File: src/rtl/gpio_port_pkg.sv
package gpio_port_pkg;

   // Which register a bus offset selects.
   typedef enum logic [1:0] {
      SEL_NONE = 2'd0,
      SEL_DATA = 2'd1,
      SEL_DIR  = 2'd2,
      SEL_PUE  = 2'd3
   } gpio_sel_e;

endpackage

File: src/rtl/gpio_sync.sv
module gpio_sync #(
   parameter int WIDTH  = 8,
   parameter int STAGES = 2
) (
   input  logic             clk,
   input  logic             rst_n,
   input  logic [WIDTH-1:0] async_in,
   output logic [WIDTH-1:0] sync_out
);

   if (STAGES < 2) begin : g_bad_stages
      $error("gpio_sync: STAGES must be at least 2");
   end

   logic [WIDTH-1:0] stage_q [STAGES];

   for (genvar s = 0; s < STAGES; s++) begin : g_stage
      always_ff @(posedge clk or negedge rst_n) begin
         if (!rst_n) begin
            stage_q[s] <= '0;
         end else if (s == 0) begin
            stage_q[s] <= async_in;
         end else begin
            stage_q[s] <= stage_q[(s == 0) ? 0 : s-1];
         end
      end
   end

   assign sync_out = stage_q[STAGES-1];

endmodule

File: src/rtl/gpio_regfile.sv
module gpio_regfile
   import gpio_port_pkg::*;
#(
   parameter int WIDTH    = 8,
   parameter int ADDR_W   = 4,
   parameter int DATA_OFS = 3,
   parameter int DIR_OFS  = 7,
   parameter int PUE_OFS  = 11
) (
   input  logic              clk,
   input  logic              rst_n,
   input  logic [ADDR_W-1:0] addr,
   input  logic              wr,
   input  logic [WIDTH-1:0]  wdata,
   output gpio_sel_e         sel,
   output logic [WIDTH-1:0]  latch_q,
   output logic [WIDTH-1:0]  dir_q,
   output logic [WIDTH-1:0]  pue_q
);

   localparam int WINDOW = 1 << ADDR_W;

   if (DATA_OFS >= WINDOW || DIR_OFS >= WINDOW || PUE_OFS >= WINDOW) begin : g_bad_ofs
      $error("gpio_regfile: register offset outside address window");
   end
   if (DATA_OFS == DIR_OFS || DATA_OFS == PUE_OFS || DIR_OFS == PUE_OFS) begin : g_dup_ofs
      $error("gpio_regfile: register offsets must be distinct");
   end

   always_comb begin
      if (addr == ADDR_W'(DATA_OFS))      sel = SEL_DATA;
      else if (addr == ADDR_W'(DIR_OFS))  sel = SEL_DIR;
      else if (addr == ADDR_W'(PUE_OFS))  sel = SEL_PUE;
      else                                sel = SEL_NONE;
   end

   always_ff @(posedge clk or negedge rst_n) begin
      if (!rst_n) begin
         latch_q <= '0;
         dir_q   <= '0;
         pue_q   <= '0;
      end else if (wr) begin
         case (sel)
            SEL_DATA: latch_q <= wdata;
            SEL_DIR:  dir_q   <= wdata;
            SEL_PUE:  pue_q   <= wdata;
            default:  ;
         endcase
      end
   end

endmodule

File: src/rtl/gpio_pin_ctrl.sv
module gpio_pin_ctrl #(
   parameter int WIDTH = 8
) (
   input  logic [WIDTH-1:0] latch_q,
   input  logic [WIDTH-1:0] dir_q,
   input  logic [WIDTH-1:0] pue_q,
   input  logic [WIDTH-1:0] pin_sync,
   output logic [WIDTH-1:0] oe,
   output logic [WIDTH-1:0] out,
   output logic [WIDTH-1:0] pu,
   output logic [WIDTH-1:0] data_rd
);

   for (genvar i = 0; i < WIDTH; i++) begin : g_bit
      assign oe[i]      = dir_q[i];
      assign out[i]     = latch_q[i];
      assign pu[i]      = pue_q[i] & ~dir_q[i];
      assign data_rd[i] = dir_q[i] ? latch_q[i] : pin_sync[i];
   end

endmodule

File: src/rtl/gpio_port.sv
module gpio_port
   import gpio_port_pkg::*;
#(
   parameter int NUM_PINS    = 8,
   parameter int ADDR_W      = 4,
   parameter int DATA_OFS    = 3,
   parameter int DIR_OFS     = 7,
   parameter int PUE_OFS     = 11,
   parameter int SYNC_STAGES = 2
) (
   input  logic                clk,
   input  logic                rst_n,
   input  logic [ADDR_W-1:0]   reg_addr,
   input  logic                reg_wr,
   input  logic [NUM_PINS-1:0] reg_wdata,
   output logic [NUM_PINS-1:0] reg_rdata,
   input  logic [NUM_PINS-1:0] pin_in,
   output logic [NUM_PINS-1:0] pin_oe,
   output logic [NUM_PINS-1:0] pin_out,
   output logic [NUM_PINS-1:0] pin_pu
);

   if (NUM_PINS < 1) begin : g_bad_pins
      $error("gpio_port: NUM_PINS must be positive");
   end

   gpio_sel_e           sel;
   logic [NUM_PINS-1:0] latch_q, dir_q, pue_q, pin_sync, data_rd;

   gpio_regfile #(
      .WIDTH(NUM_PINS), .ADDR_W(ADDR_W),
      .DATA_OFS(DATA_OFS), .DIR_OFS(DIR_OFS), .PUE_OFS(PUE_OFS)
   ) u_regs (
      .clk(clk), .rst_n(rst_n), .addr(reg_addr), .wr(reg_wr), .wdata(reg_wdata),
      .sel(sel), .latch_q(latch_q), .dir_q(dir_q), .pue_q(pue_q)
   );

   gpio_sync #(.WIDTH(NUM_PINS), .STAGES(SYNC_STAGES)) u_sync (
      .clk(clk), .rst_n(rst_n), .async_in(pin_in), .sync_out(pin_sync)
   );

   gpio_pin_ctrl #(.WIDTH(NUM_PINS)) u_pins (
      .latch_q(latch_q), .dir_q(dir_q), .pue_q(pue_q), .pin_sync(pin_sync),
      .oe(pin_oe), .out(pin_out), .pu(pin_pu), .data_rd(data_rd)
   );

   always_comb begin
      case (sel)
         SEL_DATA: reg_rdata = data_rd;
         SEL_DIR:  reg_rdata = dir_q;
         SEL_PUE:  reg_rdata = pue_q;
         default:  reg_rdata = '0;
      endcase
   end

endmodule

File: config.mk
export PLATFORM = sky130hd
export DESIGN_NAME = gpio_port
export DESIGN_NICKNAME = d
export VERILOG_FILES = /design/src/rtl/gpio_port_pkg.sv /design/src/rtl/gpio_sync.sv /design/src/rtl/gpio_regfile.sv /design/src/rtl/gpio_pin_ctrl.sv /design/src/rtl/gpio_port.sv
export SDC_FILE = /design/constraint.sdc
export NUM_CORES = 1
export LEC_CHECK = 0
export ABC_AREA = 1
export BUFFER_PORTS_ARGS = -buffer_cell sky130_fd_sc_hd__buf_2
export CAP_MARGIN = 40
export CORE_MARGIN = 5
export CORE_UTILIZATION = 50
export CTS_CLUSTER_SIZE = 14
export DETAILED_ROUTE_END_ITERATION = 8
export GPL_TIMING_DRIVEN = 0
export PLACE_DENSITY_LB_ADDON = 0.1
export SYNTH_ARGS = -nofsm -noshare
export SYNTH_HDL_FRONTEND = slang
export SYNTH_SLANG_ARGS = --single-unit
File: constraint.sdc
create_clock -name clk -period 0.8 [get_ports clk]
set_input_delay 0.04 -clock clk [delete_from_list [all_inputs] [get_ports clk]]
set_output_delay 0.04 -clock clk [all_outputs]
set_load 0.03 [all_outputs]
==> out/summary.txt <==
Worst R2R Setup Slack: -10 ps
GR Layer Usage met3: 4.45%
Port Buffers: 53
Initial core utilization: 52.9%
Final worst slack: -528 ps
Vias in the first global route: 1841
N_diodes: 0
Vias per Instance: 5.30
All-Layer GR Usage: 22.6%
Die area: 4920 um2
H-tree depth reported by CTS: 2
Clock buffer depth: 2
Worst path slowest cell: dfrtp_2
IO Pins: 55
GRT overflow: 0
HP Class: in -> reg
Clk sinks: 40
Skew final: 0.189 ps
Maxcap violations: 0
Min Clock Period, post-route: 1330 ps
Post-Route WL: 5.53 mm
GR peak layer: met2
Overall die width: 70.1 um
Iter 0 DRT Violations: 148
Endpoints failing setup: 35
LEAKAGE: 1.46 nW
# nets final: 328
Worst-margin pin slew: 578 ps
Die Height: 70.1 um
Synth area leaders: dfrtp_1 55%, nand2_1 17%, nand3_1 11%
Post-Syn Instances: 213
1st-pass router iterations: 4
Most frequent cells in the layout: 73 x nand2_1, 40 x buf_6, 31 x nand3_1
CP Capture Type: output pin
Share of cells above drive strength 1: 45.5%
Worst R2R Path Depth: 3
Register area share after synthesis: 55.4%
Post-synthesis cell type count: 13
Synthesized Nets: 236
Worst Setup Start Kind: register
Met2 Use GR: 39.3%
Initial antenna violation count: 0
Area Overhead vs Synth: 60.3%
Inserted Clock Buffers: 5
Routed Antenna Nets: 0
Root buffer cell: clkbuf_4
Fillers: 206
HP Start: reg_wr
DRC: 0
Fin. Hold Viols: 0
Yosys warnings: 0
Routability cong.: 0.793
Dpl ws: -433 ps
Mean post-synth cell area: 8.49 um2
Failing checks: setup timing
Worst EP arrival: 1290 ps
Yosys top cell by area: dfrtp_1
CTS tree: done
Rows: 21
Most common cell after layout, fill and taps aside: nand2_1
Routed vias: 1849
Post-synth top area share: 55.4%
Crit share post-route: 166%
Relative slew slack: 61.4%
Hold Crit Depth: 3
Fmax: 753 MHz
Worst Hold Endpoint: u_regs.latch_q[1]
Fin cells: 349
Max incr delay on CP: 450 ps
Status: finished, violations left
Reg2Reg Launch Point: u_regs.dir_q[1]
Setup CP Type: reg -> out
Reg-to-Reg End: u_regs.dir_q[1]
Dpl hpwl: 3.27 mm
Pin count of the biggest net entering global routing: 29
Pwr dens: 2070 nW/um2
Synth Register Bits: 40
DR WL/cell: 15.8 um
CP dominant cell by count: nand2_1
Core area: 3420 um2
RSZ-0062 raised after global routing: true
First-pass GRT wire length: 8.69 mm
Critical-path cell list: inv_2 -> nand2_1 -> nand2_1 -> nand2_2 -> nand3_4 -> buf_6
Met1 GRT Util: 27.1%
Mapped Area: 1810 um2
Fin. max-slew vios: 0
Worst-path clk slew: 100 ps
Hold slack: 94.0 ps
Clock latency at the later pin of the worst-skew pair: 340 ps
WP data required: 760 ps
DP Cell Count: 313
Worst Path Max Fanout: 4
Highest ir drop seen on vdd: 1.45 mV
[metrics by stage]
stage          TNS (ps)  instance area (um2)  utilization [%]  power, W
2_1_floorplan      -916                 1950                -   0.00370
3_3_place_gp      -8840                 2270             66.5   0.00419
3_5_place_dp      -8900                 2290             67.1   0.00424
4_1_cts          -10510                 2810             82.4   0.00578
5_1_grt          -12720                 2900             84.9   0.00628
6_report         -11210                 2900             84.9   0.00599
[cells by family after synthesis]
kind of cell	share of synthesized area (%)
flip-flops	55.4
AND/OR/NAND/NOR	38.6
buffers and inverters	6.02
[registers in the layout, summed over array words and instances, names as in the netlist]
register / flops
u_regs.dir_q: 8
u_regs.latch_q: 8
u_regs.pue_q: 8
u_sync.stage_q: 8
u_sync.sync_out: 8
[report_power, final]
group | switching (W) | internal (W) | total, W
clock network | 0.000586 | 0.000294 | 0.000880
logic | 0.00139 | 0.00110 | 0.00249
registers | 0.000280 | 0.00234 | 0.00262
total | 0.00225 | 0.00374 | 0.00599
[layout make-up]
cell class	instances	area, um2	share of cell area [%]
flip-flops and latches	40	1020	35.2
multi-input cells	149	893	30.8
repair buffers	85	781	26.9
inverters	19	71.3	2.46
well taps	46	57.6	1.99
clock buffers	5	37.5	1.29
plain buffers	5	37.5	1.29
[worst max-delay path, delay by kind of cell, from the launching register on]
| kind | cells | cell delay (ps) |
|---|---|---|
| buffers and inverters | 2 | 180 |
| flip-flops | 1 | 450 |
| AND/OR/NAND/NOR | 4 | 320 |
[synth_stat cells]
| master | number |
|---|---|
| buf_2 | 3 |
| buf_6 | 2 |
| dfrtp_1 | 40 |
| inv_1 | 16 |
| inv_2 | 3 |
| nand2_1 | 83 |
| nand2_2 | 1 |
| nand3_1 | 40 |
| nand3_4 | 3 |
| nand4_1 | 8 |
| nor2_1 | 8 |
| nor2_2 | 4 |
| nor2_4 | 2 |
[layer usage]
layer / routed length, um / share of wire [%]
met1: 2150 / 39
met2: 2840 / 51
met3: 407 / 7.4
met4: 131 / 2.4
met5: 0 / 0
[worst max-delay path by stage]
stage,to,cells past startpoint,start
CTS,reg_rdata[1],6,u_regs.dir_q[1]
floorplan,reg_rdata[0],5,u_regs.dir_q[0]
global route,reg_rdata[5],6,u_regs.dir_q[5]
global placement,reg_rdata[1],7,reg_addr[3]
detailed placement,reg_rdata[4],7,reg_addr[3]
finish,reg_rdata[5],6,u_regs.dir_q[5]
[what timing repair did]
item                                    CTS  global route
buffers inserted                          8             6
pin swaps                                 5             8
hold endpoints to repair                 72             0
gates resized for setup                  76            17
hold buffers                             17             0
cloned                                    0             0
endpoints found under the setup margin   32            42
Note: power is estimated with default switching activity, not from simulation.
